**src/rtl/lpbk_pkg.sv**
```systemverilog
// Package: shared state encodings for the loopback sequencer and its bus master.
// Assumes: nothing beyond IEEE 1800-2017.
package lpbk_pkg;

    typedef enum logic [2:0] {
        SEQ_IDLE,
        SEQ_RST,
        SEQ_SETTLE,
        SEQ_WRITE,
        SEQ_ALIGN
    } seq_state_t;

    typedef enum logic [1:0] {
        BUS_IDLE,
        BUS_WR,
        BUS_RD,
        BUS_RWAIT
    } bus_state_t;

    typedef enum logic {
        OP_EXIT,
        OP_ENTER
    } lpbk_op_t;

endpackage

```
**src/rtl/lpbk_cnt.sv**
```systemverilog
// Module: saturating up-counter with synchronous clear.
// Assumes: clear has priority over enable; the count holds at all ones.
module lpbk_cnt #(
    parameter int WIDTH = 8
) (
    input  logic             clk,
    input  logic             rst_n,
    input  logic             clr,
    input  logic             en,
    output logic [WIDTH-1:0] count
);

    // Count enabled cycles, restart on clear, stop at the top value.
    always_ff @(posedge clk) begin
        if (!rst_n || clr) begin
            count <= '0;
        end else if (en && (count != {WIDTH{1'b1}})) begin
            count <= count + 1'b1;
        end
    end

endmodule

```
**src/rtl/lpbk_bus_master.sv**
```systemverilog
// Module: single-outstanding register master with a stall input.
// Assumes: a command is accepted on a cycle with bus_waitreq low; read data
// returns with a one-cycle bus_rvalid strictly after acceptance; callers
// raise cmd_wr or cmd_rd only while cmd_ready is high.
module lpbk_bus_master
    import lpbk_pkg::*;
#(
    parameter int ADDR_W = 8,
    parameter int DATA_W = 32
) (
    input  logic              clk,
    input  logic              rst_n,
    input  logic              cmd_wr,
    input  logic              cmd_rd,
    input  logic [ADDR_W-1:0] cmd_addr,
    input  logic [DATA_W-1:0] cmd_wdata,
    output logic              cmd_ready,
    output logic              wr_done,
    output logic              rd_done,
    output logic [DATA_W-1:0] rd_data,
    output logic [ADDR_W-1:0] bus_addr,
    output logic              bus_write,
    output logic              bus_read,
    output logic [DATA_W-1:0] bus_wdata,
    input  logic              bus_waitreq,
    input  logic [DATA_W-1:0] bus_rdata,
    input  logic              bus_rvalid
);

    bus_state_t st;

    // Launch one command, hold it through stalls, then await read data.
    always_ff @(posedge clk) begin
        if (!rst_n) begin
            st        <= BUS_IDLE;
            bus_write <= 1'b0;
            bus_read  <= 1'b0;
            bus_addr  <= '0;
            bus_wdata <= '0;
        end else begin
            case (st)
                BUS_IDLE: begin
                    if (cmd_wr) begin
                        bus_write <= 1'b1;
                        bus_addr  <= cmd_addr;
                        bus_wdata <= cmd_wdata;
                        st        <= BUS_WR;
                    end else if (cmd_rd) begin
                        bus_read  <= 1'b1;
                        bus_addr  <= cmd_addr;
                        bus_wdata <= '0;
                        st        <= BUS_RD;
                    end
                end
                BUS_WR: begin
                    if (!bus_waitreq) begin
                        bus_write <= 1'b0;
                        st        <= BUS_IDLE;
                    end
                end
                BUS_RD: begin
                    if (!bus_waitreq) begin
                        bus_read <= 1'b0;
                        st       <= BUS_RWAIT;
                    end
                end
                BUS_RWAIT: begin
                    if (bus_rvalid) begin
                        st <= BUS_IDLE;
                    end
                end
                default: st <= BUS_IDLE;
            endcase
        end
    end

    // Completion strobes and return data seen by the sequencer.
    always_comb begin
        cmd_ready = (st == BUS_IDLE);
        wr_done   = (st == BUS_WR) && !bus_waitreq;
        rd_done   = (st == BUS_RWAIT) && bus_rvalid;
        rd_data   = bus_rdata;
    end

    AST_WR_HOLD: assert property (@(posedge clk) disable iff (!rst_n)
        (bus_write && bus_waitreq) |=> (bus_write && $stable(bus_addr) && $stable(bus_wdata)));
    AST_RD_HOLD: assert property (@(posedge clk) disable iff (!rst_n)
        (bus_read && bus_waitreq) |=> (bus_read && $stable(bus_addr)));
    AST_ONE_CMD: assert property (@(posedge clk) disable iff (!rst_n)
        !(bus_write && bus_read));

endmodule

```
**src/rtl/serial_lpbk_ctrl.sv**
```systemverilog
// Module: serial loopback enter/exit sequencer (top).
// Does: pulses the link core reset, waits a settling period, writes the
// per-lane loopback bits on entry, then waits for lane alignment taken from a
// status register poll or a direct pin (chosen by ALIGN_FROM_PIN).
// Assumes: the core clears its loopback bits while its reset is low; requests
// are single-cycle pulses; RST_CYC, SETTLE_CYC and ALIGN_TIMEOUT are >= 1.
module serial_lpbk_ctrl
    import lpbk_pkg::*;
#(
    parameter int                NUM_LANES      = 4,
    parameter int                ADDR_W         = 8,
    parameter int                DATA_W         = 32,
    parameter int                RST_CYC        = 4,
    parameter int                SETTLE_CYC     = 1024,
    parameter int                ALIGN_TIMEOUT  = 65536,
    parameter logic [ADDR_W-1:0] LOOP_ADDR      = 'h12,
    parameter logic [ADDR_W-1:0] STAT_ADDR      = 'h20,
    parameter int                ALIGN_BIT      = 1,
    parameter bit                ALIGN_FROM_PIN = 1'b0
) (
    input  logic              clk,
    input  logic              rst_n,
    input  logic              req_enable,
    input  logic              req_disable,
    output logic              core_rst_n,
    output logic [ADDR_W-1:0] bus_addr,
    output logic              bus_write,
    output logic              bus_read,
    output logic [DATA_W-1:0] bus_wdata,
    input  logic              bus_waitreq,
    input  logic [DATA_W-1:0] bus_rdata,
    input  logic              bus_rvalid,
    input  logic              lanes_aligned_in,
    output logic              busy,
    output logic              loopback_active,
    output logic              done,
    output logic              timeout_err
);

    localparam int PH_MAX = (RST_CYC > SETTLE_CYC) ? RST_CYC : SETTLE_CYC;
    localparam int PH_W   = $clog2(PH_MAX + 1);
    localparam int TO_W   = $clog2(ALIGN_TIMEOUT + 1);
    localparam logic [PH_W-1:0] RST_LAST    = PH_W'(RST_CYC - 1);
    localparam logic [PH_W-1:0] SETTLE_LAST = PH_W'(SETTLE_CYC - 1);
    localparam logic [TO_W-1:0] TO_LAST     = TO_W'(ALIGN_TIMEOUT - 1);
    localparam logic [DATA_W-1:0] LANE_MASK =
        {{(DATA_W - NUM_LANES){1'b0}}, {NUM_LANES{1'b1}}};

    seq_state_t state, state_nxt;
    lpbk_op_t   op;

    logic              accept, finish, expire;
    logic              cmd_wr, cmd_rd, cmd_ready;
    logic              wr_done, rd_done;
    logic [DATA_W-1:0] rd_data;
    logic [ADDR_W-1:0] cmd_addr;
    logic [PH_W-1:0]   ph_cnt;
    logic [TO_W-1:0]   to_cnt;
    logic              to_expired;
    logic              align_hit;
    logic              abort_ok;

    // Phase timer: measures the reset pulse and the settling wait.
    lpbk_cnt #(.WIDTH(PH_W)) u_phase_cnt (
        .clk   (clk),
        .rst_n (rst_n),
        .clr   (state_nxt != state),
        .en    (1'b1),
        .count (ph_cnt)
    );

    // Alignment watchdog: counts cycles spent waiting for alignment.
    lpbk_cnt #(.WIDTH(TO_W)) u_align_wdog (
        .clk   (clk),
        .rst_n (rst_n),
        .clr   (state != SEQ_ALIGN),
        .en    (state == SEQ_ALIGN),
        .count (to_cnt)
    );

    assign to_expired = (to_cnt >= TO_LAST);

    // Alignment source selected at build time.
    generate
        if (ALIGN_FROM_PIN) begin : g_pin_align
            logic unused_rd;
            assign unused_rd = ^{rd_done, rd_data};
            assign align_hit = lanes_aligned_in;
            assign abort_ok  = 1'b1;
            assign cmd_rd    = 1'b0;
        end else begin : g_reg_align
            logic unused_pin;
            assign unused_pin = lanes_aligned_in;
            assign align_hit  = rd_done && rd_data[ALIGN_BIT];
            assign abort_ok   = cmd_ready;
            assign cmd_rd     = (state == SEQ_ALIGN) && cmd_ready && !to_expired;
        end
    endgenerate

    // Next-state decision for the sequencer.
    always_comb begin
        state_nxt = state;
        accept    = 1'b0;
        finish    = 1'b0;
        expire    = 1'b0;
        case (state)
            SEQ_IDLE: begin
                if (req_enable || req_disable) begin
                    accept    = 1'b1;
                    state_nxt = SEQ_RST;
                end
            end
            SEQ_RST: begin
                if (ph_cnt == RST_LAST) state_nxt = SEQ_SETTLE;
            end
            SEQ_SETTLE: begin
                if (ph_cnt == SETTLE_LAST)
                    state_nxt = (op == OP_ENTER) ? SEQ_WRITE : SEQ_ALIGN;
            end
            SEQ_WRITE: begin
                if (wr_done) state_nxt = SEQ_ALIGN;
            end
            SEQ_ALIGN: begin
                if (align_hit) begin
                    finish    = 1'b1;
                    state_nxt = SEQ_IDLE;
                end else if (to_expired && abort_ok) begin
                    expire    = 1'b1;
                    state_nxt = SEQ_IDLE;
                end
            end
            default: state_nxt = SEQ_IDLE;
        endcase
    end

    // Command selection toward the register master.
    always_comb begin
        cmd_wr   = (state == SEQ_WRITE) && cmd_ready;
        cmd_addr = (state == SEQ_WRITE) ? LOOP_ADDR : STAT_ADDR;
    end

    // Sequencer registers, operation latch and result flags.
    always_ff @(posedge clk) begin
        if (!rst_n) begin
            state           <= SEQ_IDLE;
            op              <= OP_EXIT;
            done            <= 1'b0;
            loopback_active <= 1'b0;
            timeout_err     <= 1'b0;
        end else begin
            state <= state_nxt;
            done  <= finish;
            if (accept) begin
                op              <= req_enable ? OP_ENTER : OP_EXIT;
                loopback_active <= 1'b0;
            end
            if (finish) loopback_active <= (op == OP_ENTER);
            if (expire) timeout_err <= 1'b1;
        end
    end

    // Status and core reset outputs decoded from the state register.
    always_comb begin
        busy       = (state != SEQ_IDLE);
        core_rst_n = (state != SEQ_RST);
    end

    lpbk_bus_master #(.ADDR_W(ADDR_W), .DATA_W(DATA_W)) u_master (
        .clk         (clk),
        .rst_n       (rst_n),
        .cmd_wr      (cmd_wr),
        .cmd_rd      (cmd_rd),
        .cmd_addr    (cmd_addr),
        .cmd_wdata   (LANE_MASK),
        .cmd_ready   (cmd_ready),
        .wr_done     (wr_done),
        .rd_done     (rd_done),
        .rd_data     (rd_data),
        .bus_addr    (bus_addr),
        .bus_write   (bus_write),
        .bus_read    (bus_read),
        .bus_wdata   (bus_wdata),
        .bus_waitreq (bus_waitreq),
        .bus_rdata   (bus_rdata),
        .bus_rvalid  (bus_rvalid)
    );

    AST_RST_IMPLIES_BUSY: assert property (@(posedge clk) disable iff (!rst_n)
        !core_rst_n |-> busy);
    AST_QUIET_IN_RST: assert property (@(posedge clk) disable iff (!rst_n)
        !core_rst_n |-> !(bus_write || bus_read));
    AST_WR_CONTENT: assert property (@(posedge clk) disable iff (!rst_n)
        bus_write |-> (bus_addr == LOOP_ADDR && bus_wdata == LANE_MASK));
    AST_RD_ADDR: assert property (@(posedge clk) disable iff (!rst_n)
        bus_read |-> (bus_addr == STAT_ADDR));
    AST_DONE_SINGLE: assert property (@(posedge clk) disable iff (!rst_n)
        done |=> !done);
    AST_DONE_IDLE: assert property (@(posedge clk) disable iff (!rst_n)
        done |-> !busy);
    AST_ACTIVE_CLEARED: assert property (@(posedge clk) disable iff (!rst_n)
        $rose(busy) |-> !loopback_active);
    AST_ERR_STICKY: assert property (@(posedge clk) disable iff (!rst_n)
        timeout_err |=> timeout_err);

endmodule

```
**config.mk**
```make
export PLATFORM = sky130hd
export DESIGN_NAME = serial_lpbk_ctrl
export DESIGN_NICKNAME = d
export VERILOG_FILES = /design/src/rtl/lpbk_pkg.sv /design/src/rtl/lpbk_cnt.sv /design/src/rtl/lpbk_bus_master.sv /design/src/rtl/serial_lpbk_ctrl.sv
export SDC_FILE = /design/constraint.sdc
export NUM_CORES = 1
export LEC_CHECK = 0
export BUFFER_PORTS_ARGS = -buffer_cell sky130_fd_sc_hd__buf_2
export CAP_MARGIN = 20
export CORE_ASPECT_RATIO = 0.9
export CORE_MARGIN = 2
export CORE_UTILIZATION = 50
export DETAILED_ROUTE_END_ITERATION = 16
export GPL_ROUTABILITY_DRIVEN = 0
export PLACE_DENSITY = 0.76
export SYNTH_ARGS = -nofsm -noshare
export SYNTH_HDL_FRONTEND = slang
export SYNTH_SLANG_ARGS = --single-unit
```
**constraint.sdc**
```tcl
create_clock -name clk -period 2.38 [get_ports clk]
set_input_delay 0.119 -clock clk [delete_from_list [all_inputs] [get_ports clk]]
set_output_delay 0.119 -clock clk [all_outputs]
set_load 0.03 [all_outputs]
```
Word level (Yosys, flattened, before mapping)
Cells that the tools add are included.
Storage, ports and cells
  bits of input ports: 39
  word-level logic and storage cells: 96
  bits in registers: 79
  output and inout port bits: 47
Operators by class
  order comparisons: 1
  $add $sub $neg: 2
  reduce and logical (&&, ||, !) cells: 25
  equal/unequal tests: 21
  muxes and demuxes: 35
Operator list (count)
  32-bit two-way mux: 2
  3-bit two-way mux: 7
  17-bit by 1-bit adder with 17-bit output, second input constant: 1
  17-bit by 16-bit greater-or-equal comparator with 1-bit output, second input constant: 1
  17-bit inequality test, second input constant: 1
  8-bit two-way mux: 2
  3-bit case mux with 5 select lines: 1
  1-bit two-way mux: 14
  2-bit inequality test, second input constant: 6
  11-bit by 1-bit adder with 11-bit output, second input constant: 1
  11-bit by 10-bit == test with 1-bit output, second input constant: 1
  11-bit by 2-bit == test with 1-bit output, second input constant: 1
  11-bit inequality test, second input constant: 1
  2-bit two-way mux: 5
  1-bit logical AND: 8
  2-bit case mux with 4 select lines: 1
  4-bit AND reduction: 2
  2-bit nonzero test: 4
  3-bit by 2-bit == test with 1-bit output, second input constant: 2
  6-bit two-way mux: 1
  3-bit inequality test, second input constant: 2
  2-bit == test, second input constant: 2
  1-bit case mux with 2 select lines: 2
  3-bit by 1-bit == test with 1-bit output, second input constant: 1
  other kinds (11): 15

Logic depth before layout (Yosys ltp)
  depth in word-level cells: 7
  depth in mapped cells: 10

Cells and area by module
A second synthesis with hierarchy kept.
Unflattened totals
  cells, all modules: 389
  area total of the unflattened synthesis: 3652.3 sq um
By module, submodules not included
  lpbk_bus_master: cells each 162, area an instance 1775.5 sq um, times used 1, seq. area each 880.8 sq um
  lpbk_cnt (u_align_wdog): cells each 86, area an instance 800.8 sq um, times used 1, seq. area each 340.3 sq um
  lpbk_cnt (u_phase_cnt): cells each 66, area an instance 546.8 sq um, times used 1, seq. area each 220.2 sq um
  serial_lpbk_ctrl: cells each 75, area an instance 529.3 sq um, times used 1, seq. area each 140.1 sq um

Worst setup path before layout
OpenSTA, ideal clock, no wires.
  path kind: reg-to-reg
  start point: register u_align_wdog.count[4]
  end point: register u_phase_cnt.count[8]
  required time: 2257 ps
  path slack: 307 ps
  arrival time: 1950 ps
  stages on the path, launching flop included: 11
  period minus slack after synthesis: 2073 ps
  cell sequence: dfxtp_1 and4_1 nand4_1 nor3_1 ha_1 nor2_1 o311ai_0 nand2_1 nand4_1 buf_6 nor3_1
Between the ends
  cells in the longest elaborated chain, start to end: 7
RTL lines
  start: declaration: RTL line lpbk_cnt.sv:10  | output logic [WIDTH-1:0] count
  start signal: assignment: RTL line lpbk_cnt.sv:18  | count <= count + 1'b1;
  17-bit by 16-bit greater-or-equal comparator with 1-bit output: RTL line serial_lpbk_ctrl.sv:81  | assign to_expired = (to_cnt >= TO_LAST);
  1-bit logical AND: RTL line serial_lpbk_ctrl.sv:127  | end else if (to_expired && abort_ok) begin
  3-bit two-way mux: RTL line serial_lpbk_ctrl.sv:127
  3-bit two-way mux: RTL line serial_lpbk_ctrl.sv:124  | if (align_hit) begin
  3-bit case mux with 5 select lines: RTL line serial_lpbk_ctrl.sv:106  | case (state)
  3-bit inequality test: RTL line serial_lpbk_ctrl.sv:67  | .clr (state_nxt != state),
  1-bit logical OR: RTL line lpbk_cnt.sv:15  | if (!rst_n || clr) begin
  end signal: assignment: RTL line lpbk_cnt.sv:18
  end: declaration: RTL line lpbk_cnt.sv:10
No other way between the ends.
A chain may end at the register's enable or synchronous reset.

Worst setup path after layout
  start point: register u_align_wdog.count[4]
  end point: register u_align_wdog.count[5]
Between the ends
  cells in the longest elaborated chain, start to end: 2
  elaborated cells on any way between the ends: 3
  classes of those cells: add/sub (1); eq/ne (1); reduce/logical (1)
RTL lines
  parallel branches: the longest is 2 deep, another holds 17-bit by 1-bit adder with 17-bit output
Parallel ways; which one is timed is not known.

==> results.sh <==
export IMPL_synth_commonest_cells="dfxtp_1 (42), buf_4 (39), nor2_1 (32)"
export IMPL_finalSetupViolCount=0
export IMPL_synth_warnings=0
export IMPL_start_util=0.5103
export IMPL_syn_cell_area_mm2=0.002421
export IMPL_path_buf_inv=0
export IMPL_leakage_nw=0.9481
export IMPL_max_freq_mhz=462.0
export IMPL_grt_pass1_vias=1747
export IMPL_ys_top_cells_by_area="dfxtp_1 (35%), buf_4 (12%), xnor2_1 (5.4%)"
export IMPL_cts_buffers=5
export IMPL_cts_hold_buf=0
export IMPL_ios=86
export IMPL_arrival_ps=2380
export IMPL_grt_max_degree=19
export IMPL_path_class="flop to flop"
export IMPL_rows=24
export IMPL_wire_per_inst_um=11.71
export IMPL_firstDrtPassIters=4
export IMPL_cpMostUsedCell="nand4_1"
export IMPL_finalCriticalPeriod_ps=2165
export IMPL_remaining_drc_errors=0
export IMPL_min_from="req_enable"
export IMPL_dp_worst_setup_slack_ps=27.62
export IMPL_grt_overflow=0
export IMPL_crit_path_cell_trace="and4_1 > nand4_1 > nor3_2 > ha_1 > nor2b_1 > nand4_1 > or3_1 > a21oi_1"
export IMPL_grt_usage=0.1717
export IMPL_synth_top_area_share=0.3473
export IMPL_routed_via_density=5.021
export IMPL_antenna_found_initial=0
export IMPL_syn_to_final_growth_pct=4.703
export IMPL_num_antenna_cells=0
export IMPL_dieHeight_um=70.02
export IMPL_post_route_period_util=0.9095
export IMPL_p_per_area_mw_per_mm2=538.6
export IMPL_fin_skew_ps=11.12
export IMPL_syn_area_per_cell_um2=8.407
export IMPL_cp_slowest_cell="or3_1"
export IMPL_synth_main_ff_cell="dfxtp_1"
export IMPL_htreeDepth=2
export IMPL_crit_path_max_fanout=9
export IMPL_vias=1878
export IMPL_grt_pass1_wl_um=7652
export IMPL_cts_root_buf="clkbuf_8"
export IMPL_relSlewSlack=0.5998
export IMPL_cts_tree="yes"
export IMPL_synth_edf_count=0
export IMPL_cp_required_ps=2600
export IMPL_hold_class="input port to flop"
export IMPL_coreArea_mm2=0.004745
export IMPL_yosysSeqAreaShare=0.3473
export IMPL_drt_initial_drc_count=179
export IMPL_port_buffers=20
export IMPL_ys_types=54
export IMPL_r2r_start="u_align_wdog.count[4]"
export IMPL_finalMaxSlewViolations=0
export IMPL_worstMarginPinSlew_ps=594.8
export IMPL_synthCells=288
export IMPL_post_synth_top_area_cell="dfxtp_1"
export IMPL_start_kind="flop"
export IMPL_drv_cap=0
export IMPL_num_fill_cells=468
export IMPL_worst_slack_ps=215.4
export IMPL_placed_area_mm2=0.002431
export IMPL_synth_ff_latch_count=42
export IMPL_dp_hpwl_um=3143
export IMPL_critPathLaunch="u_align_wdog.count[4]"
export IMPL_hold_viol=0
export IMPL_yosysMostFrequentCell="dfxtp_1"
export IMPL_fin_nets=351
export IMPL_clkSinkCount=42
export IMPL_finalSetupTns_ps=0
export IMPL_rsz0062_at_grt="false"
export IMPL_clockBufferDepth=2
export IMPL_drive_above_1_share=0.1683
export IMPL_status="complete, no violations"
export IMPL_path_delay_family="simple AND/OR/NAND/NOR gates"
export IMPL_die_w_um=77.35
export IMPL_dieArea_mm2=0.005416
export IMPL_setup_worst_path_end_class="flop"
export IMPL_clkTransAtPathRegs_ps=80
export IMPL_ir_drop_v=0.0002908
export IMPL_worstSkewPairLatency_ps=300
export IMPL_cpPeakStageDelay_ps=430
export IMPL_postRouteAntennaNets=0
export IMPL_async_flop_share=0
export IMPL_finalInstanceArea_mm2=0.002535
export IMPL_drt_wl_total_um=4379
[path summary, 6_finish.rpt]
check	endpoint	slack, ps	cells after the start
worst min-delay path	op	110	3
worst max register to register	u_align_wdog.count[5]	220	8
worst max-delay path	u_align_wdog.count[5]	220	8
worst min register to register	timeout_err	470	2
[per-layer routing]
metal	global-route usage	part of all wire	vias up	wire, um
met1	0.2263	0.48	872	2121
li1	-	-	965	-
met5	0	0	-	0
met4	0.06548	0.015	0	66
met3	0.04264	0.041	7	179
met2	0.2715	0.46	34	2011
[state kept, by name (all words and copies together) (netlist names)]
register and flops:
u_master.bus_wdata 1, op 1, done 1, state 3
u_master.st 2, u_master.bus_read 1, u_phase_cnt.count 11, u_align_wdog.count 17
u_master.bus_addr 2, u_master.bus_write 1, timeout_err 1, loopback_active 1
[per-stage QoR]
stage | instances | util | power, mW | hold slack [ps]
6_report | 374 | 0.5343 | 1.365 | 106.5
5_1_grt | 374 | 0.5343 | 1.416 | 143.0
4_1_cts | 374 | 0.5316 | 1.373 | 108.1
3_5_place_dp | 366 | 0.5124 | 0.8932 | 424.9
3_3_place_gp | 366 | 0.5124 | 0.8908 | 413.6
2_1_floorplan | 320 | - | 0.9117 | 301.9
[where the power goes]
group | leakage, nW | internal [mW] | switching [mW] | total, mW
Clock | 0.0482 | 0.234 | 0.250 | 0.484
Sequential | 0.339 | 0.710 | 0.00872 | 0.718
Combinational | 0.561 | 0.0359 | 0.127 | 0.163
[worst min-delay path: cells and delay by family]
family          cells  cell delay (ps)
compound gates      1               70
buf+inv             1               90
simple gates        1               90
[cells by family (layout without fill, tap and decap cells)]
logic type | after synthesis | count (layout) | synth area share
other | 1 | 33 | 0.001549
muxes | 3 | 3 | 0.01240
DFF | 42 | 42 | 0.3473
buffers and inverters | 59 | 48 | 0.1721
AOI/OAI and AO/OA | 39 | 39 | 0.1018
and+or+nand+nor | 120 | 120 | 0.2718
xor gates and xnor gates | 20 | 20 | 0.07235
adders and majority gates | 4 | 4 | 0.02067
[area by class of cell]
cell class	count	area [um2]	share of cell area
multi-input combinational	219	1296	0.5114
sequential	42	840.8	0.3317
timing repair buffer	30	187.7	0.07404
clock buffer	7	86.33	0.03406
tap	65	81.33	0.03208
inverter	10	37.54	0.01481
clock inverter	1	5.005	0.001974
[what timing repair did]
action / in CTS / in global routing
endpoints found under the setup margin: 0 / 12
buffers inserted: 0 / 0
gates resized for setup: 0 / 3
[placed cells by master, fill, tap and decap left out, types with 4 or more instances in the layout]
cell | synthesis | layout
a21oi_1 | 7 | 7
buf_2 | 0 | 20
buf_4 | 39 | 9
clkbuf_8 | 1 | 6
conb_1 | 1 | 33
dfxtp_1 | 42 | 42
ha_1 | 4 | 4
inv_1 | 10 | 10
nand2_1 | 19 | 19
nand3_1 | 13 | 13
nand4_1 | 8 | 8
nor2_1 | 32 | 32
nor2b_1 | 5 | 5
nor3_1 | 16 | 15
o21ai_0 | 14 | 14
or3_1 | 4 | 4
xnor2_1 | 15 | 14
xor2_1 | 5 | 5
Power figures use the tool's default switching activity.
